### src/rtl/dsi_tx_pkg.sv
package dsi_tx_pkg;

    localparam int HDR_BYTES = 4;
    localparam int CNT_W     = 17;

    typedef enum logic [1:0] {
        XS_OK      = 2'd0,
        XS_NOSPACE = 2'd1,
        XS_TIMEOUT = 2'd2
    } xfer_status_e;

    typedef enum logic [2:0] {
        PH_IDLE,
        PH_FLUSH,
        PH_HEAD,
        PH_BODY,
        PH_KICK,
        PH_TURN,
        PH_FIN
    } phase_e;

    typedef struct packed {
        logic [5:0]  dtype;
        logic [1:0]  vc;
        logic        is_long;
        logic [15:0] arg;
        logic        want_bta;
    } cmd_t;

    // parity-bit membership masks over the 24 header bits
    localparam logic [23:0] ECC_MASK [6] = '{
        24'hF12CB7, 24'hF2555B, 24'h749A6D,
        24'hB8E38E, 24'hDF03F0, 24'hEFFC00
    };

    function automatic logic [5:0] hdr_ecc(input logic [23:0] h);
        logic [5:0] e;
        for (int k = 0; k < 6; k++) begin
            e[k] = ^(h & ECC_MASK[k]);
        end
        return e;
    endfunction

    function automatic logic [31:0] hdr_word(input cmd_t c);
        logic [7:0]  id;
        logic [23:0] body;
        id   = {c.vc, c.dtype};
        body = {c.arg, id};
        return {2'b00, hdr_ecc(body), body};
    endfunction

endpackage

### src/rtl/dsi_tx_hdr.sv
module dsi_tx_hdr
    import dsi_tx_pkg::*;
(
    input  cmd_t        cmd,
    output logic [31:0] word
);
    assign word = hdr_word(cmd);
endmodule

### src/rtl/dsi_tx_packer.sv
module dsi_tx_packer (
    input  logic        clk,
    input  logic        rst,
    input  logic        take,
    input  logic        last,
    input  logic [7:0]  data,
    output logic        word_valid,
    output logic [31:0] word
);
    logic [31:0] acc;
    logic [1:0]  lane;
    logic [31:0] merged;

    always_comb begin
        merged = acc;
        merged[lane*8 +: 8] = data;
    end

    always_ff @(posedge clk) begin
        if (rst) begin
            acc        <= '0;
            lane       <= '0;
            word_valid <= 1'b0;
            word       <= '0;
        end else begin
            word_valid <= 1'b0;
            if (take) begin
                if (lane == 2'd3 || last) begin
                    word       <= merged;
                    word_valid <= 1'b1;
                    acc        <= '0;
                    lane       <= '0;
                end else begin
                    acc  <= merged;
                    lane <= lane + 2'd1;
                end
            end
        end
    end
endmodule

### src/rtl/dsi_tx_seq.sv
module dsi_tx_seq
    import dsi_tx_pkg::*;
#(
    parameter int HOST_WORDS  = 64,
    parameter int VIDEO_WORDS = 480,
    parameter int TO_W        = 16
) (
    input  logic             clk,
    input  logic             rst,
    input  logic [TO_W-1:0]  cfg_timeout,
    input  logic             req_valid,
    input  cmd_t             req_cmd,
    input  logic             fifo_bad,
    input  logic             pay_valid,
    input  logic             trig_clr,
    output logic             req_ready,
    output logic             flush,
    output logic             head_now,
    output logic             pay_ready,
    output logic             pay_last,
    output logic             tx_trig,
    output logic             bta_req,
    output logic             done,
    output xfer_status_e     status,
    output logic [CNT_W-1:0] count,
    output logic             vfifo,
    output cmd_t             cmd
);
    localparam logic [31:0] HOST_BYTES  = 32'(HOST_WORDS * 4);
    localparam logic [31:0] VIDEO_BYTES = 32'(VIDEO_WORDS * 4);

    phase_e            phase;
    logic [15:0]       remain;
    logic [TO_W-1:0]   timer;
    logic [15:0]       req_len;
    logic [31:0]       req_size;
    logic [CNT_W-1:0]  full_count;

    assign req_len    = req_cmd.is_long ? req_cmd.arg : 16'd0;
    assign req_size   = 32'(req_len) + 32'(HDR_BYTES);
    assign full_count = CNT_W'(cmd.is_long ? cmd.arg : 16'd0) + CNT_W'(HDR_BYTES);

    assign req_ready = (phase == PH_IDLE);
    assign flush     = (phase == PH_FLUSH);
    assign head_now  = (phase == PH_HEAD);
    assign pay_ready = (phase == PH_BODY);
    assign pay_last  = (remain == 16'd1);
    assign tx_trig   = (phase == PH_KICK);
    assign bta_req   = (phase == PH_TURN);
    assign done      = (phase == PH_FIN);

    always_ff @(posedge clk) begin
        if (rst) begin
            phase  <= PH_IDLE;
            remain <= '0;
            timer  <= '0;
            status <= XS_OK;
            count  <= '0;
            vfifo  <= 1'b0;
            cmd    <= '0;
        end else begin
            unique case (phase)
                PH_IDLE: if (req_valid) begin
                    cmd    <= req_cmd;
                    remain <= req_len;
                    timer  <= '0;
                    vfifo  <= (req_size > HOST_BYTES);
                    if (req_size > VIDEO_BYTES) begin
                        status <= XS_NOSPACE;
                        count  <= '0;
                        phase  <= PH_FIN;
                    end else if (fifo_bad) begin
                        phase <= PH_FLUSH;
                    end else begin
                        phase <= PH_HEAD;
                    end
                end
                PH_FLUSH: phase <= PH_HEAD;
                PH_HEAD:  phase <= (remain != 16'd0) ? PH_BODY : PH_KICK;
                PH_BODY: if (pay_valid) begin
                    remain <= remain - 16'd1;
                    if (remain == 16'd1) phase <= PH_KICK;
                end
                PH_KICK: begin
                    if (trig_clr) begin
                        status <= XS_OK;
                        count  <= cmd.want_bta ? '0 : full_count;
                        phase  <= cmd.want_bta ? PH_TURN : PH_FIN;
                    end else if (({1'b0, timer} + 1'b1) >= {1'b0, cfg_timeout}) begin
                        status <= XS_TIMEOUT;
                        count  <= '0;
                        phase  <= PH_FIN;
                    end else begin
                        timer <= timer + 1'b1;
                    end
                end
                PH_TURN: phase <= PH_FIN;
                PH_FIN:  phase <= PH_IDLE;
                default: phase <= PH_IDLE;
            endcase
        end
    end
endmodule

### src/rtl/dsi_cmd_tx.sv
module dsi_cmd_tx
    import dsi_tx_pkg::*;
#(
    parameter int HOST_WORDS  = 64,
    parameter int VIDEO_WORDS = 480,
    parameter int TO_W        = 16
) (
    input  logic             clk,
    input  logic             rst,
    input  logic [TO_W-1:0]  cfg_timeout,
    input  logic             req_valid,
    output logic             req_ready,
    input  logic [5:0]       req_dtype,
    input  logic [1:0]       req_vc,
    input  logic             req_long,
    input  logic [15:0]      req_arg,
    input  logic             req_ack,
    input  logic             req_read,
    input  logic             fifo_uflow,
    input  logic             fifo_oflow,
    input  logic             pay_valid,
    output logic             pay_ready,
    input  logic [7:0]       pay_byte,
    output logic             fifo_rst,
    output logic             wd_valid,
    output logic [31:0]      wd_data,
    output logic             wd_vfifo,
    output logic             tx_trig,
    input  logic             trig_clr,
    output logic             bta_req,
    output logic             done,
    output logic [1:0]       done_status,
    output logic [16:0]      done_count
);
    cmd_t         req_cmd;
    cmd_t         cur_cmd;
    xfer_status_e st;
    logic         head_now;
    logic         pay_last;
    logic [31:0]  head_word;
    logic [31:0]  head_q;
    logic         head_valid_q;
    logic         pk_valid;
    logic [31:0]  pk_word;

    assign req_cmd = '{dtype:    req_dtype,
                       vc:       req_vc,
                       is_long:  req_long,
                       arg:      req_arg,
                       want_bta: req_ack | req_read};

    dsi_tx_seq #(
        .HOST_WORDS (HOST_WORDS),
        .VIDEO_WORDS(VIDEO_WORDS),
        .TO_W       (TO_W)
    ) u_seq (
        .clk        (clk),
        .rst        (rst),
        .cfg_timeout(cfg_timeout),
        .req_valid  (req_valid),
        .req_cmd    (req_cmd),
        .fifo_bad   (fifo_uflow | fifo_oflow),
        .pay_valid  (pay_valid),
        .trig_clr   (trig_clr),
        .req_ready  (req_ready),
        .flush      (fifo_rst),
        .head_now   (head_now),
        .pay_ready  (pay_ready),
        .pay_last   (pay_last),
        .tx_trig    (tx_trig),
        .bta_req    (bta_req),
        .done       (done),
        .status     (st),
        .count      (done_count),
        .vfifo      (wd_vfifo),
        .cmd        (cur_cmd)
    );

    dsi_tx_hdr u_hdr (
        .cmd (cur_cmd),
        .word(head_word)
    );

    dsi_tx_packer u_pack (
        .clk       (clk),
        .rst       (rst),
        .take      (pay_valid & pay_ready),
        .last      (pay_last),
        .data      (pay_byte),
        .word_valid(pk_valid),
        .word      (pk_word)
    );

    always_ff @(posedge clk) begin
        if (rst) begin
            head_valid_q <= 1'b0;
            head_q       <= '0;
        end else begin
            head_valid_q <= head_now;
            if (head_now) head_q <= head_word;
        end
    end

    assign wd_valid    = head_valid_q | pk_valid;
    assign wd_data     = head_valid_q ? head_q : pk_word;
    assign done_status = st;
endmodule

### config.mk
export PLATFORM = sky130hd
export DESIGN_NAME = dsi_cmd_tx
export DESIGN_NICKNAME = d
export VERILOG_FILES = /design/src/rtl/dsi_tx_pkg.sv /design/src/rtl/dsi_tx_hdr.sv /design/src/rtl/dsi_tx_packer.sv /design/src/rtl/dsi_tx_seq.sv /design/src/rtl/dsi_cmd_tx.sv
export SDC_FILE = /design/constraint.sdc
export NUM_CORES = 1
export LEC_CHECK = 0
export ABC_AREA = 1
export ABC_CLOCK_PERIOD_IN_PS = 2950
export BUFFER_PORTS_ARGS = -buffer_cell sky130_fd_sc_hd__buf_2
export CORE_ASPECT_RATIO = 0.75
export CORE_MARGIN = 2
export CORE_UTILIZATION = 55
export CTS_BUF_LIST = sky130_fd_sc_hd__clkbuf_8
export DETAILED_ROUTE_END_ITERATION = 7
export PLACE_DENSITY_LB_ADDON = 0.12
export SLEW_MARGIN = 20
export SYNTH_ARGS = -nofsm -noshare
export SYNTH_HDL_FRONTEND = slang
export SYNTH_SLANG_ARGS = --single-unit
### constraint.sdc
create_clock -name clk -period 2.95 [get_ports clk]
set_input_delay 0.7375 -clock clk [delete_from_list [all_inputs] [get_ports clk]]
set_output_delay 0.7375 -clock clk [all_outputs]
set_load 0.02 [all_outputs]
==> run_results.csv <==
group,metric,value,unit
yosys,synthFlopType,"dfxtp_1",
yosys,ys_seq_area_share,35.76,%
power_and_ir_drop,pwr-share-clk,16.8,%
drt,drt-pass1-iter-count,5,
run_status,violations,"negative setup slack",
hold_path,min_from,"u_pack.acc[4]",
yosys,synth.ff_latch_count,179,
yosys,yosysTopAreaCellShare,35.76,%
hold_path,holdPathEnd,"u_pack.acc[4]",
power_and_ir_drop,seqPwrFrac,34.4,%
cts,clkSinkCount,179,
cts,cts_buffers,17,
worst_setup_path,cp-start-kind,"flop",
yosys,synthXorXnorAreaFrac,6.030,%
timing,setup_slack,-0.09535,ns
power_and_ir_drop,power.internal,5.675,mW
timing,skew,0.01904,ns
die,start_util,56.42,%
worst_setup_path,rrSetupSlack,-0.1,ns
drt,wirelength,28970,µm
power_and_ir_drop,powerDensity,881.7,nW/µm²
timing,hold_viol,0,
yosys,synth_commonest_cells,"260 x nand2_1, 195 x inv_1, 179 x dfxtp_1",
timing,worst_slew_pin_slew,0.7947,ns
cts,htree_levels,4,
power_and_ir_drop,p_sw_share,45.12,%
power_and_ir_drop,power.leakage,5.258,nW
worst_setup_path,cp_common_cell,"inv_2",
drt,wire_per_inst,15.81,µm
hold_path,hp-class,"flop to flop",
finish,final_cells,1833,
grt,grt_usage,29.47,%
yosys,netlist_area,10020,µm²
yosys,yosysTopAreaCell,"dfxtp_1",
grt,grt_max_degree,67,
yosys,syn_avg_cell_area,6.822,µm²
yosys,synth_nets,1554,
yosys,synth_top_family_by_area,"simple AND/OR/NAND/NOR gates",
yosys,async_flop_share,0,%
placement,dp_hpwl,20570,µm
placement,post-place-cells,1788,
yosys,synth_edf_count,0,
yosys,synth_warnings,0,
worst_setup_path,r2r_cells,26,
grt,grt_pass1_vias,8858,
worst_setup_path,reg2reg_from,"u_seq.timer[1]",
placement,io_buffers,116,
worst_setup_path,reg2reg_to,"u_seq.timer[11]",
yosys,synthCells,1469,
power_and_ir_drop,vdd_drop_max,0.4309,mV
job,max_cap_violations,0,
worst_setup_path,slowest_delay,0.38,ns
die,die_area,19330,µm²
power_and_ir_drop,switching_power,4.666,mW
die,die_h,120.9,µm
timing,rsz0062_at_grt,"true",
timing,max_freq,328.4,MHz
timing,maxSlewViolCount,0,
drt,drtIter0Drc,981,
power_and_ir_drop,combinationalPowerShare,48.8,%
drt,drc_errors,0,
run_status,status,"finished, violations left",
die,rows,42,
hold_path,whs_path_depth,2,
yosys,yosys.area_share.adder,3.371,%
drt,vias,9995,
timing,setup_viol,32,
worst_setup_path,path_class,"flop to flop",
grt,grt_pass1_wl,45690,µm
cts,cts_tree,"built",
die,die_w,159.9,µm
yosys,synth_cell_type_count,44,
die,ioPinCount,117,
finish,area_growth_syn_to_layout,17.03,%
timing,period_share,103.2,%
cts,cts_root_buf,"clkbuf_8",
timing,min_period,3.045,ns
placement,place_congestion,0.9560,
yosys,synthSimpleGateAreaFrac,25.03,%
grt,grt.overflow.total,0,
worst_setup_path,endpoint_kind,"flop",
yosys,synthMuxAreaShare,0,%
yosys,synth_compound_area_share,18.58,%
worst_setup_path,arrival,3.42,ns
drt,via_per_inst,5.453,
timing,slew_headroom,47.02,%
worst_setup_path,crit_slowest_cell,"dfxtp_4",
cts,clk-insertion-delay-late,0.48,ns
finish,drive_above_1_share,18.30,%
worst_setup_path,crit_required,3.33,ns
yosys,netlist_top_cells_area,"dfxtp_1 36%, nand2_1 9.7%, o21ai_0 7.4%, inv_1 7.3%, nor2_1 6.6%",
yosys,synth.most_common_cell,"nand2_1",
cts,clkSlewWorstSetupHoldPaths,0.10,ns
drt,ant_nets,0,
cts,cts_buffer_depth,2,
grt,grt_antenna_before_repair,1,
die,core,17760,µm²
finish,num-nets-final,1663,
timing,holdWs,0.4672,ns
worst_setup_path,cp_max_fo,7,
cts,postCtsHoldBufs,0,
==> layout by cell type (no fill, tap or decap), types with 8 or more instances in the layout <==
cell type / instances
ha_1: 23
clkbuf_8: 19
nor2_4: 10
inv_2: 20
buf_4: 29
dfxtp_1: 176
a32oi_1: 8
nor2_2: 9
a21oi_1: 76
inv_1: 187
o21ai_0: 144
nor2_1: 168
nand2_1: 246
nand2_2: 17
xnor2_1: 24
xor2_1: 44
a22oi_1: 16
nand3_1: 51
a21oi_2: 9
nor3_1: 11
nand4_1: 42
o22ai_1: 35
a211oi_1: 11
buf_2: 116
==> power groups by stage <==
stage	Combinational, mW	Sequential [mW]	Clock (mW)
floorplan	3.37	3.53	0
global placement	4.42	3.57	0
detailed placement	4.50	3.58	0
CTS	4.71	3.53	1.74
global route	5.59	3.65	1.84
finish	5.04	3.56	1.74
==> area by class of cell <==
| class | count | area [µm²] |
|---|---|---|
| inverters | 213 | 809.5 |
| flip-flops and latches | 179 | 3590 |
| multi-input cells | 1008 | 5592 |
| clock buffers | 19 | 261.5 |
| fillers | 1649 | 6033 |
| diodes | 1 | 2.502 |
| clock inverters | 12 | 137.6 |
| well taps | 242 | 302.8 |
| repair buffers | 159 | 1033 |
==> worst max-delay path by stage <==
stage	startpoint	end	slack, ns	depth (start not counted)
detailed placement	u_seq.timer[0]	u_seq.count[2]	-0.22	21
finish	u_seq.timer[1]	u_seq.timer[11]	-0.1	26
CTS	u_seq.timer[0]	u_seq.count[6]	0.01	21
global placement	u_seq.timer[0]	u_seq.count[14]	-0.11	17
global route	u_seq.timer[1]	u_seq.count[5]	-0.25	21
floorplan	u_seq.timer[0]	u_seq.timer[12]	0.02	26
==> per-layer routing <==
metal	part of all wire [%]	wire length, µm	GRT usage (%)	up-vias
li1	-	-	-	5025
met1	49	14090	44.81	4564
met2	42	12140	43.10	373
met3	8.3	2401	4.956	33
met4	1.2	348	7.376	0
met5	0	0	0	-
==> cells by family after synthesis <==
family                   after synthesis
buffers and inverters                285
adder cells (fa/ha/maj)               27
XOR/XNOR                              69
AND/OR/NAND/NOR                      578
flip-flops                           179
AO/OA/AOI/OAI                        331
==> flip-flops by register name (all words and copies together), names as in the netlist <==
signal	count
u_seq.timer	16
u_seq.phase	3
u_seq.cmd	26
u_seq.count	17
u_seq.remain	16
u_seq.vfifo	1
head_valid_q	1
u_pack.word	32
head_q	30
u_pack.lane	2
u_pack.acc	32
u_pack.word_valid	1
u_seq.status	2
==> stage by stage <==
step | TNS [ns] | setup slack [ns] | power, mW | cell area (µm²) | util, %
global placement | -2.437 | -0.1098 | 7.994 | 10870 | 61.19
global route | -7.262 | -0.2466 | 11.07 | 11730 | 66.03
floorplan | 0 | 0.01852 | 6.906 | 10020 | -
CTS | 0 | 0.01428 | 9.989 | 11420 | 64.31
detailed placement | -6.008 | -0.2189 | 8.071 | 10870 | 61.19
finish | -1.660 | -0.09535 | 10.34 | 11730 | 66.03
==> worst max-delay path, delay by kind of cell, from the launching register on <==
| family | cells | cell delay (ns) |
|---|---|---|
| fa+ha+maj | 2 | 0.34 |
| buf+inv | 6 | 0.46 |
| compound gates | 2 | 0.27 |
| flops | 1 | 0.38 |
| simple gates | 16 | 1.51 |
==> timing repair <==
action / CTS / global route
endpoints found under the setup margin: 38 / 38
gates resized for setup: 27 / 64
gates cloned: 5 / 3
pin swaps: 7 / 25
buffers inserted: 3 / 2
Power figures use the tool's default switching activity.
